<file path="config.mk">
export PLATFORM = sky130hd
export DESIGN_NAME = xor_record_unit
export DESIGN_NICKNAME = d
export VERILOG_FILES = /design/src/rtl/xor_record_unit.sv
export SDC_FILE = /design/constraint.sdc
export NUM_CORES = 1
export LEC_CHECK = 0
export ABC_AREA = 1
export BUFFER_PORTS_ARGS = -buffer_cell sky130_fd_sc_hd__buf_2
export CORE_AREA = 2 2 132 134
export DETAILED_ROUTE_END_ITERATION = 8
export DIE_AREA = 0 0 134 136
export PLACE_DENSITY = 0.8
export SYNTH_ARGS = -nofsm -noshare
export SYNTH_HDL_FRONTEND = slang
export SYNTH_SLANG_ARGS = --single-unit
</file>
<file path="constraint.sdc">
create_clock -name clk -period 5.65 [get_ports clk]
set_clock_uncertainty 0.2 [all_clocks]
set_input_delay 1.13 -clock clk [delete_from_list [all_inputs] [get_ports clk]]
set_output_delay 1.13 -clock clk [all_outputs]
set_load 0.05 [all_outputs]
</file>
<file path="src/rtl/xor_record_unit.sv">
module xor_record_unit #(
  parameter int XLEN     = 64,
  parameter int RIDX_W   = 5,
  parameter int ILEN     = 32,
  parameter int CR_W     = 32,
  parameter int PRIMARY  = 31,
  parameter int EXTENDED = 316,
  parameter int PC_STEP  = 4
) (
  input  logic              clk,
  input  logic              rst,
  input  logic              valid,
  input  logic [ILEN-1:0]   instr,
  input  logic              xer_so,
  input  logic              compat_mode,
  input  logic [XLEN-1:0]   rs_data,
  input  logic [XLEN-1:0]   rb_data,
  output logic [RIDX_W-1:0] rs_idx,
  output logic [RIDX_W-1:0] rb_idx,
  output logic              gpr_we,
  output logic [RIDX_W-1:0] gpr_waddr,
  output logic [XLEN-1:0]   gpr_wdata,
  output logic [CR_W-1:0]   cr,
  output logic [XLEN-1:0]   pc,
  output logic              illegal
);
  localparam int OP_W   = 6;
  localparam int XO_W   = 10;
  localparam int OP_LO  = ILEN - OP_W;
  localparam int RS_LO  = OP_LO - RIDX_W;
  localparam int RA_LO  = RS_LO - RIDX_W;
  localparam int RB_LO  = RA_LO - RIDX_W;
  localparam int XO_LO  = 1;
  localparam int HALF   = 32;
  localparam int FLD_W  = 4;

  logic [OP_W-1:0]  op_f;
  logic [XO_W-1:0]  xo_f;
  logic             rc_f;
  logic             match, exec;
  logic [XLEN-1:0]  result, view;
  logic             lt, gt, eq;
  logic [FLD_W-1:0] cr0_next;
  logic [CR_W-1:0]  cr_q;
  logic [XLEN-1:0]  pc_q;

  assign op_f      = instr[ILEN-1 -: OP_W];
  assign xo_f      = instr[XO_LO +: XO_W];
  assign rc_f      = instr[0];
  assign rs_idx    = instr[RS_LO +: RIDX_W];
  assign gpr_waddr = instr[RA_LO +: RIDX_W];
  assign rb_idx    = instr[RB_LO +: RIDX_W];

  assign match   = (op_f == OP_W'(PRIMARY)) && (xo_f == XO_W'(EXTENDED));
  assign exec    = valid && match;
  assign illegal = valid && !match;
  assign gpr_we  = exec;

  assign result    = rs_data ^ rb_data;
  assign gpr_wdata = result;

  assign view = compat_mode ? {{(XLEN-HALF){result[HALF-1]}}, result[HALF-1:0]} : result;
  assign lt   = view[XLEN-1];
  assign eq   = (view == '0);
  assign gt   = !lt && !eq;
  assign cr0_next = {lt, gt, eq, xer_so};

  always_ff @(posedge clk) begin
    if (rst) begin
      pc_q <= '0;
      cr_q <= '0;
    end else if (exec) begin
      pc_q <= pc_q + XLEN'(PC_STEP);
      if (rc_f) cr_q[CR_W-1 -: FLD_W] <= cr0_next;
    end
  end

  assign cr = cr_q;
  assign pc = pc_q;

  assert_reset_clears_R11: assert property (@(posedge clk)
    rst |=> (pc == '0 && cr == '0));

  assert_pc_step_R8: assert property (@(posedge clk) disable iff (rst)
    exec |=> pc == $past(pc) + XLEN'(PC_STEP));

  assert_illegal_holds_R9: assert property (@(posedge clk) disable iff (rst)
    illegal |=> ($stable(pc) && $stable(cr)));

  assert_idle_holds_R10: assert property (@(posedge clk) disable iff (rst)
    !valid |=> ($stable(pc) && $stable(cr)));

  assert_no_record_R6: assert property (@(posedge clk) disable iff (rst)
    (exec && !rc_f) |=> $stable(cr));

  assert_low_fields_R7: assert property (@(posedge clk) disable iff (rst)
    $stable(cr[CR_W-FLD_W-1:0]));

  assert_one_relation_R3: assert property (@(posedge clk) disable iff (rst)
    (exec && rc_f) |=> $countones(cr[CR_W-1 -: 3]) == 1);

  assert_so_copy_R4: assert property (@(posedge clk) disable iff (rst)
    (exec && rc_f) |=> cr[CR_W-FLD_W] == $past(xer_so));

  assert_we_exclusive_R9: assert property (@(posedge clk) disable iff (rst)
    !(gpr_we && illegal));
endmodule

</file>
# ---- After elaboration in Yosys (flattened, before gate mapping)
# Cells that the tools add are included.
dict set report op_classes {
  addsub 1
  eq_ne 2
  n_mux 1
  n_bitwise 1
  n_reduce_logical 9
}
# cell count
set ops {}
lappend ops {{adder 64 x 3 -> 64 bit (second input constant)} 1}
lappend ops {{zero test 64 bit} 1}
lappend ops {{2-to-1 mux 64 bit} 1}
lappend ops {{XOR 64 bit} 1}
lappend ops {{equality test 10 x 9 -> 1 bit (second input constant)} 1}
lappend ops {{equality test 6 x 5 -> 1 bit (second input constant)} 1}
lappend ops {{logical AND 1 bit} 4}
lappend ops {{zero test 1 bit} 3}
lappend ops {{AND reduction 2 bit} 1}
dict set report word_totals {
  regBits 68
  wordCells 16
}

# ---- Depth between registers and ports, before layout
# Gate-level depths: netlist of run 1.
dict set report depth {
  ltp_word 5
  mapped_depth 11
  depth_no_buf 11
}

# ---- Worst setup path after synthesis of run 1
# OpenSTA, ideal clock, no wires.
dict set report synth_path {
  kind {input to output}
  startpoint {input port instr[10]}
  endpoint {output port illegal}
  arrival_time_ns 2.031
  slack_ns 2.289
  stages 6
  path_buffers 0
  path_cell_list {inv_1 -> nand4_1 -> nor2_1 -> nand2_1 -> inv_1 -> nor2_1}
}
dict set report synth_via {
  elab_chain_len 4
}
# element line_no
set synth_lines {}
lappend synth_lines {{from (decl)} 13} ;# input logic [ILEN-1:0] instr,
lappend synth_lines {{equality test 10 x 9 -> 1 bit} 54} ;# assign match = (op_f == OP_W'(PRIMARY)) && (xo_f == XO_W'(EXTENDED));
lappend synth_lines {{logical AND 1 bit} 54}
lappend synth_lines {{zero test 1 bit} 56} ;# assign illegal = valid && !match;
lappend synth_lines {{logical AND 1 bit} 56}
lappend synth_lines {{to (decl)} 25} ;# output logic illegal
# No other way between the ends.

# ---- Worst setup path after layout of run 1
dict set report layout_path {
  startpoint {input port instr[7]}
  endpoint {output port gpr_we}
}
dict set report layout_via {
  elab_chain_len 3
}
# element line_no
set layout_lines {}
lappend layout_lines {{equality test 10 x 9 -> 1 bit} 54}
lappend layout_lines {{logical AND 1 bit} 54}
lappend layout_lines {{logical AND 1 bit} 55} ;# assign exec = valid && match;
lappend layout_lines {{to (decl)} 20} ;# output logic gpr_we,
# No other way between the ends.

==> flow_summary.toml, run 1 <==
[yosys]
synthMostInstantiatedCell = "nand2_1"
synth_fa_ha_area_frac = 0.001909
ys_seq_elements = 66
yosysSeqAreaShare = 0.2016
synthMuxAreaShare = 0
yosys.area_share.simple = 0.4980
synth_warnings = 0
netlist_area_sq_mm = 0.006555
synthTopCellsByArea = "dfxtp_1, nand2_1, nor2_1"
synth_top_area_frac = 0.2016
ys_top_cells_by_count = "nand2_1, nor2_1, inv_1, buf_4, nand3_1"
synth_top_family_by_area = "simple AND/OR/NAND/NOR gates"
ys_types = 35
synth_ff_type = "dfxtp_1"
synthArstFlopShare = 0
syn_inst = 1167
synth_top_area_cell = "dfxtp_1"
synth_edf_count = 0
synth_compound_area_frac = 0.05440
synth_xor_area_frac = 0.04409
synth.avg_cell_area_sq_um = 5.617

[grt]
gr-usage-met2 = 0.4407
grt_pass1_wl_mm = 38.56
use_met1 = 0.3772
grt_overflow = 0
grt_usage = 0.2757
grt_pass1_vias = 7208
grtUsageMet3 = 0.05630
grt_max_degree = 59
grt_antenna_before_repair = 16
busiest_layer = "met2"

[power]
p_leak_nw = 3.973
p_per_area_mw_per_mm2 = 178.3
power_w = 0.001436
ir_drop_mv = 0.1051

[clock_network]
numClockSinks = 66
cts_buffers = 9
post_cts_buffers = 0
holdBufCountCts = 0
cts_tree = "built"
cts-root-buf = "clkbuf_16"
cts_max_level = 3
clk_latency_ns = 0.34
clk_pin_slew_ns = 0.05
clk_path_buf_depth = 2
post_cts_resized = 0

[timing]
min_period_ns = 3.619
worstMarginPinSlew_ns = 1.012
setup_viol = 0
hold-worst-slack_ns = 0.2846
rsz0062_at_grt = "false"
fin_setup_tns_ns = 0
fmax_mhz = 276.3
hold_viol = 0
slew_viol_final = 0
slew_headroom = 0.3214
fin_crit_sh = 0.6406

[layout]
syn_to_final_growth_pct = 22.85
finalNetCount = 1562
final_core_util = 0.4772
fill_cells = 1822
fin_area_sq_mm = 0.008053
drive_above_1_share = 0.2477

[run]
maxCapViolCount = 0

[worst_setup_path]
r2r-start = "pc[30]"
r2r_slack_ns = 3.22
regToRegEndpoint = "pc[35]"
critPathKind = "in2out"
worstRegToRegCells = 9
crit_path_end = "gpr_we"
worstPathArrival_ns = 2.29
required_ns = 4.32
startpoint = "instr[7]"
end_kind = "primary output"
start_kind = "input pin"
crit_path_max_fanout = 2

[floorplanning]
initial_core_util = 0.3884
io_pins = 342
die_y_um = 136
core_sq_mm = 0.01688
die_w_um = 134
fp-row-count = 48
dieArea_sq_mm = 0.01822

[placed_design]
hpwl_mm = 21.77
gp_congestion = 0.9713
portBuffers = 281
postPlaceCellArea_sq_mm = 0.007714

[drt]
routed_wl_mm = 25.54
drt_iter0_markers = 592
ant_nets = 0
drc = 0
routed_via_density = 4.890
num_vias = 8015
wire_per_inst_um = 15.58
dr.pass1.iters = 7

[hold_path]
min_path_type = "reg2reg"

[status]
status = "complete, no violations"
metal layers:
layer  vias to the layer above  wire length (um)
li1                       3988                 -
met1                      3574             10620
met2                       417             11060
met3                        34              3384
met4                         2               467
met5                         -                11
report_power, final:
part           leakage [nW]   switching [W]  internal, W
Combinational          3.30        0.000289     0.000103
Clock                 0.145        0.000214     0.000365
Sequential            0.531  0.000000000519     0.000466
Total                  3.97        0.000503     0.000933
per-stage QoR:
stage	worst slack, ns	std cells
floorplan	2.289	1196
global route	1.919	1626
global placement	2.045	1610
finish	2.031	1639
detailed placement	2.013	1610
CTS	2.012	1626
final cells by class:
class	count	area, sq um	share of cell area
Multi-Input combinational cell	863	4035	0.5011
Sequential cell	66	1321	0.1641
Clock inverter	4	50.05	0.006215
Clock buffer	12	256.5	0.03185
Inverter	172	646.9	0.08033
Tap cell	225	281.5	0.03496
Timing Repair Buffer	284	1429	0.1774
Antenna cell	13	32.53	0.004040
cell families (layout without fill, tap and decap cells):
logic type,Yosys count,in the layout
XOR/XNOR,33,33
AND/OR/NAND/NOR,730,730
adder cells (fa/ha/maj),1,1
flip-flops,66,66
AO/OA/AOI/OAI,69,69
buffers and inverters,267,472
other,1,43
sequential cells by signal (all words and copies together), names as in the netlist:
register and flops:
cr 4, pc 62
placed cells by master, fill, tap and decap left out, types with 2 or more instances in the layout:
| master | instances |
|---|---|
| xor2_1 | 25 |
| buf_4 | 3 |
| or2_2 | 6 |
| inv_2 | 6 |
| nor3_4 | 4 |
| nand3_2 | 3 |
| nor4_1 | 4 |
| inv_1 | 163 |
| nor3b_2 | 3 |
| a21oi_2 | 3 |
| nand3b_1 | 2 |
| nor2_4 | 3 |
| xnor2_1 | 8 |
| clkinvlp_4 | 2 |
| conb_1 | 30 |
| nor2_1 | 180 |
| nor3_1 | 39 |
| nor3_2 | 3 |
| nor2_2 | 6 |
| a21oi_1 | 45 |
| nand4_1 | 21 |
| clkbuf_16 | 9 |
| diode_2 | 13 |
| and2_1 | 35 |
| dfxtp_1 | 66 |
| clkinv_2 | 2 |
| buf_2 | 281 |
| o21ai_0 | 20 |
| nand3_1 | 78 |
| nand2_1 | 332 |
| clkbuf_8 | 2 |
| nand2_2 | 8 |
| clkinv_1 | 2 |
worst min-delay path by stage:
stage                     depth (start not counted)  slack, ns   start      to
after floorplan                                   2       0.49  cr[30]  cr[30]
final                                             2       0.28  pc[32]  pc[32]
after global placement                            2       0.27  cr[28]  cr[28]
after global routing                              2       0.30  pc[32]  pc[32]
after detailed placement                          2       0.27  pc[38]  pc[38]
after CTS                                         2       0.28  pc[38]  pc[38]
worst max-delay path: stages:
cell     delay (ns)
buf_2          0.09
inv_1          0.07
nand2_1        0.07
nor4_1         0.23
and2_1         0.17
nand2_1        0.12
inv_1          0.14
buf_2          0.28
Power figures use the tool's default switching activity.
==> run 2: changes to the inputs <==
Settings changed: PLACE_DENSITY 0.8 to 0.83.
Clock period 5.65 ns to 3 ns, I/O delays scaled along.
==> run 2 against run 1 <==
Utilization is 0.17 points lower. Cell area is 0.36% lower. Power is 82% higher. Routed wire length is 1.2% higher. Count of clock-buffer cells in the layout is 1 higher. Highest routed layer unchanged.
==> flow_summary.toml, run 2 (synthesis results as in run 1) <==
[layout]
finalNonFillerCells = 1638
multi_input_area_sq_mm = 0.004035
largest_reg_flops = 62
final_common_cell = "nand2_1"
final_core_util = 0.4755
syn_to_final_growth_pct = 22.41
seqCellArea_sq_mm = 0.001321
most-common-layout-cells = "nand2_1, buf_2, nor2_1"
finalNetCount = 1563
drive_above_1_share = 0.2470
fill_cells = 1796

[clock_network]
clk_pin_slew_ns = 0.06
cts_max_level = 3
clk_latency_ns = 0.34
cts_buffers = 9
post_cts_buffers = 0
numClockSinks = 66
cts_tree = "built"
cts-root-buf = "clkbuf_16"
post_cts_resized = 0
clk_path_buf_depth = 2
holdBufCountCts = 0

[drt]
wire_per_inst_um = 15.77
route.met3.wl_mm = 3.414
drc = 0
dr.pass1.iters = 6
top_layer = "met5"
num_vias = 7898
drt_iter0_markers = 622
ant_nets = 0
drt-met1-wl_mm = 10.83
routed_via_density = 4.822
routed-wl-met2_mm = 10.96
routed_wl_mm = 25.84

[worst_setup_path]
required_ns = 2.20
worstRegToRegCells = 9
end_kind = "primary output"
r2r-start = "pc[2]"
r2r_slack_ns = 0.68
start_kind = "input pin"
critPathKind = "in2out"
regToRegEndpoint = "pc[46]"
crit_path_max_fanout = 2
worstPathArrival_ns = 1.76

[power]
p_leak_nw = 3.965
power.switching_w = 0.0009375
ir_drop_mv = 0.2342
seqPwrFrac = 0.336
p_per_area_mw_per_mm2 = 324.9
switching_share = 0.3596
internal-power_w = 0.001669
p_clk_frac = 0.379
pwr-share-comb = 0.285

[hold_path]
min_path_type = "reg2reg"
worstHoldStart = "cr[30]"
min_to = "cr[30]"
holdPathStages = 2

[timing]
min_period_ns = 2.556
fin_crit_sh = 0.8521
rsz0062_at_grt = "false"
hold_viol = 0
slew_headroom = 0.3927
worstMarginPinSlew_ns = 0.9099
setup_viol = 0
fmax_mhz = 391.2
fin_setup_tns_ns = 0
slew_viol_final = 0

[floorplanning]
fp-row-count = 48
die_w_um = 134
dieArea_sq_mm = 0.01822
die_y_um = 136
initial_core_util = 0.3884
core_sq_mm = 0.01688
io_pins = 342

[placed_design]
placed_cells = 1611
portBuffers = 281
gp_congestion = 0.9824
hpwl_mm = 22.02

[grt]
grt_usage = 0.2784
grt_overflow = 0
grt_max_degree = 52
grt_antenna_before_repair = 18
grt_pass1_vias = 6962
grt_pass1_wl_mm = 38.38

[status]
status = "complete, no violations"

[run]
maxCapViolCount = 0
run 2: cell count changes in the layout (fill, tap and decap cells not counted):
cell	previous run	this run
clkbuf_1	1	2
clkinvlp_4	2	1
diode_2	13	12
bufinv_16	1	0
buf_4	3	4
run 2: worst max-delay path by stage:
| stage | start | endpoint | slack (ns) |
|---|---|---|---|
| 6_report | instr[8] | gpr_we | 0.44 |
| 5_1_grt | instr[8] | gpr_we | 0.32 |
| 4_1_cts | instr[8] | gpr_we | 0.40 |
| 3_5_place_dp | instr[8] | gpr_we | 0.41 |
| 3_3_place_gp | instr[7] | gpr_we | 0.41 |
| 2_1_floorplan | instr[10] | illegal | 0.70 |
run 2: critical path: stages:
cell and delay (ns):
buf_2 0.10, inv_1 0.07, nand2_1 0.07, nor4_1 0.23, and2_1 0.16, nand2_1 0.11, inv_1 0.14, buf_2 0.28
run 2: layout make-up:
| type | count | area share |
|---|---|---|
| Antenna cell | 12 | 0.003742 |
| Clock buffer | 13 | 0.03243 |
| Clock inverter | 2 | 0.001559 |
| Inverter | 172 | 0.08062 |
| Multi-Input combinational cell | 863 | 0.5029 |
| Sequential cell | 66 | 0.1647 |
| Tap cell | 225 | 0.03508 |
| Timing Repair Buffer | 285 | 0.1790 |
run 2: per-layer routing:
layer  GRT usage  vias to the layer above
li1            -                     3975
met1      0.3827                     3489
met4     0.07624                        6
met3     0.06972                       47
met2      0.4328                      381
met5           0                        -
run 2: power by group through the flow:
stage                     clock network [W]  registers (W)  logic, W
after floorplan                           0       0.000896  0.000645
after global placement                    0       0.000896  0.000731
after detailed placement                  0       0.000896  0.000738
after CTS                          0.000993       0.000877  0.000740
after global routing                0.00103       0.000876  0.000797
final                              0.000988       0.000877  0.000742
run 2: metrics by stage:
step / power [W] / cell area (sq um) / hold WS (ns) / setup WS, ns
after floorplan: 0.001541 / 6664 / 0.4858 / 0.6987
after global placement: 0.001626 / 7721 / 0.2602 / 0.4117
after detailed placement: 0.001633 / 7721 / 0.2728 / 0.4084
after CTS: 0.002610 / 7994 / 0.2819 / 0.4042
after global routing: 0.002700 / 7996 / 0.3084 / 0.3208
final: 0.002607 / 8024 / 0.2843 / 0.4436
==> run 3: changes to the inputs <==
Settings changed: ABC_AREA 1 to 0, CORE_AREA 2 2 132 134 to 2 2 134 136, DIE_AREA 0 0 134 136 to 0 0 136 138, PLACE_DENSITY 0.83 to 0.67.
==> run 3 against run 2 <==
Clock power decreased by 2.7%. Highest routed layer unchanged. Sequential share of layout area increased by 5.6 points. Area after synthesis decreased by 33%. Setup slack got worse by 0.35 ns. Worst hold slack got worse by 0.031 ns. Largest power group unchanged. Combinational power increased by 1%. Register-to-register slack got worse by 0.15 ns. Final cell count decreased by 36%.
==> flow_summary.toml, run 3 <==
[yosys]
ys_seq_elements = 66
synth_top_family_by_area = "simple AND/OR/NAND/NOR gates"
synthArstFlopShare = 0
synth_edf_count = 0
synthTopCellsByArea = "dfxtp_1, xor2_1, buf_4"
synthMostInstantiatedCell = "buf_4"
synthMuxAreaShare = 0.004820
synth_fa_ha_area_frac = 0.002835
synth_compound_area_frac = 0.03487
yosysSeqAreaShare = 0.2994
ys_top_cells_by_count = "buf_4, xor2_1, dfxtp_1, nor2_1, xnor2_1"
synth_top_area_cell = "dfxtp_1"
synth_xor_area_frac = 0.2243
synth_ff_type = "dfxtp_1"
yosys.area_share.simple = 0.2688
synth.avg_cell_area_sq_um = 7.980
synth_top_area_frac = 0.2994
ys_types = 36
syn_inst = 553
netlist_area_sq_mm = 0.004413
synth_warnings = 0

[layout]
seqCellArea_sq_mm = 0.001321
drive_above_1_share = 0.3968
multi_input_area_sq_mm = 0.002476
final_common_cell = "buf_2"
fill_cells = 1887
finalNonFillerCells = 1043
most-common-layout-cells = "buf_2, xor2_1, dfxtp_1"
final_core_util = 0.3419
largest_reg_flops = 62
finalNetCount = 965
syn_to_final_growth_pct = 35.87

[worst_setup_path]
startpoint = "instr[8]"
cpPeakStageDelay_ns = 0.54
required_ns = 2.20
r2r_slack_ns = 0.53
path_common_cell = "buf_2"
cp_top_family = "simple AND/OR/NAND/NOR gates"
crit_buf_inv = 3
worstRegToRegCells = 6
crit_path_max_fanout = 8
start_kind = "input pin"
crit_path_top_delay_cell = "or4b_4"
crit_path_end = "illegal"
path_cells = "buf_2, or4b_4, nor4_4, buf_4, and2b_1, buf_2"
r2r-start = "pc[15]"
critPathKind = "in2out"
worstPathArrival_ns = 2.11
cp.depth = 6
end_kind = "primary output"
regToRegEndpoint = "pc[61]"

[clock_network]
post_cts_resized = 0
cts_tree = "built"
post_cts_buffers = 0
cts-root-buf = "clkbuf_16"
cts_max_level = 3
cts_buffers = 9
holdBufCountCts = 0
clk_pin_slew_ns = 0.05
clk_latency_ns = 0.33
clk_path_buf_depth = 2
numClockSinks = 66

[run]
maxCapViolCount = 0

[power]
p_per_area_mw_per_mm2 = 431.7
p_leak_nw = 2.630
ir_drop_mv = 0.2675

[floorplanning]
fp-row-count = 49
io_pins = 342
dieArea_sq_mm = 0.01877
initial_core_util = 0.2517
die_w_um = 136
core_sq_mm = 0.01753
die_y_um = 138

[grt]
grt_overflow = 0
busiest_layer = "met2"
grtUsageMet3 = 0.08324
grt_pass1_wl_mm = 25.22
grt_pass1_vias = 4335
use_met1 = 0.2191
gr-usage-met2 = 0.2690
grt_usage = 0.1768
grt_max_degree = 35
grt_antenna_before_repair = 18

[timing]
hold_viol = 0
min_period_ns = 2.909
fin_setup_tns_ns = 0
fmax_mhz = 343.8
slew_viol_final = 0
fin_crit_sh = 0.9696
worstMarginPinSlew_ns = 0.6043
rsz0062_at_grt = "false"
setup_viol = 0
slew_headroom = 0.5934
worst_slack_ns = 0.09132

[drt]
dr.pass1.iters = 4
drc = 0
drt_iter0_markers = 276
num_vias = 4656
routed_via_density = 4.464
ant_nets = 0
routed_wl_mm = 17.36
wire_per_inst_um = 16.64

[status]
status = "complete, no violations"

[placed_design]
post-place-ws_ns = 0.02408
portBuffers = 281
gp_congestion = 0.9269
placed_cells = 1017
hpwl_mm = 14.67

[hold_path]
min_path_type = "reg2reg"
==> run 3: cell types whose count changed in the layout (fill, tap and decap cells not counted), sizes merged, moves of 31 or more <==
cell   before  now
a21oi      48   16
xor2       25   67
nand3      82   22
nand2     340   32
inv       169   22
xnor2       8   46
nor2      190   63
nor4        4   35
and2       35    2
==> run 3: metal layers <==
metal / share of wire / routed length, um / up-vias
met5: 0.0051 / 89 / -
met4: 0.027 / 462 / 14
met3: 0.11 / 1937 / 45
met2: 0.44 / 7571 / 205
met1: 0.42 / 7295 / 2113
li1: - / - / 2279
==> run 3: tightest hold or removal path, delay by kind of cell, from the launching register on <==
family / cells / cell delay [ns]
AND/OR/NAND/NOR: 1 / 0.05
flip-flops: 1 / 0.31
AO/OA/AOI/OAI: 1 / 0.05
==> run 3: logic make-up (layout without fill, tap and decap cells) <==
| logic type | after synthesis | after routing |
|---|---|---|
| multiplexers | 2 | 2 |
| adder cells (fa/ha/maj) | 1 | 1 |
| buffers and inverters | 113 | 335 |
| XOR/XNOR | 113 | 113 |
| flip-flops | 66 | 66 |
| AO/OA/AOI/OAI | 29 | 29 |
| other | 1 | 40 |
| AND/OR/NAND/NOR | 228 | 228 |
==> run 3: cell type report <==
cell class                 count  share of cell area
antenna                       10            0.004174
clock buffer                  10             0.03819
clock inverter                 6            0.007095
inverter                      21             0.01315
multi-input combinational    403              0.4130
sequential                    66              0.2204
tap                          229             0.04779
timing repair buffer         298              0.2563
==> run 3: power breakdown <==
group	total, W	internal, W	switching, W
clock network	0.000961	0.000560	0.000401
logic	0.000751	0.000173	0.000578
registers	0.000877	0.000877	0.000000000304
==> run 3: worst min path at each step <==
stage | start | end | slack, ns | depth (start not counted)
floorplan | cr[30] | cr[30] | 0.47 | 2
global placement | cr[29] | cr[29] | 0.24 | 2
detailed placement | cr[29] | cr[29] | 0.24 | 2
CTS | cr[29] | cr[29] | 0.25 | 2
global route | cr[29] | cr[29] | 0.27 | 2
finish | cr[28] | cr[28] | 0.25 | 2
==> run 3: per-stage QoR <==
step	hold WS (ns)	area, sq um	power, W
final	0.2534	5996	0.002589
after global routing	0.2679	5976	0.002695
after CTS	0.2507	5968	0.002611
after detailed placement	0.2430	5697	0.001644
after global placement	0.2403	5697	0.001642
after floorplan	0.4685	4522	0.001553
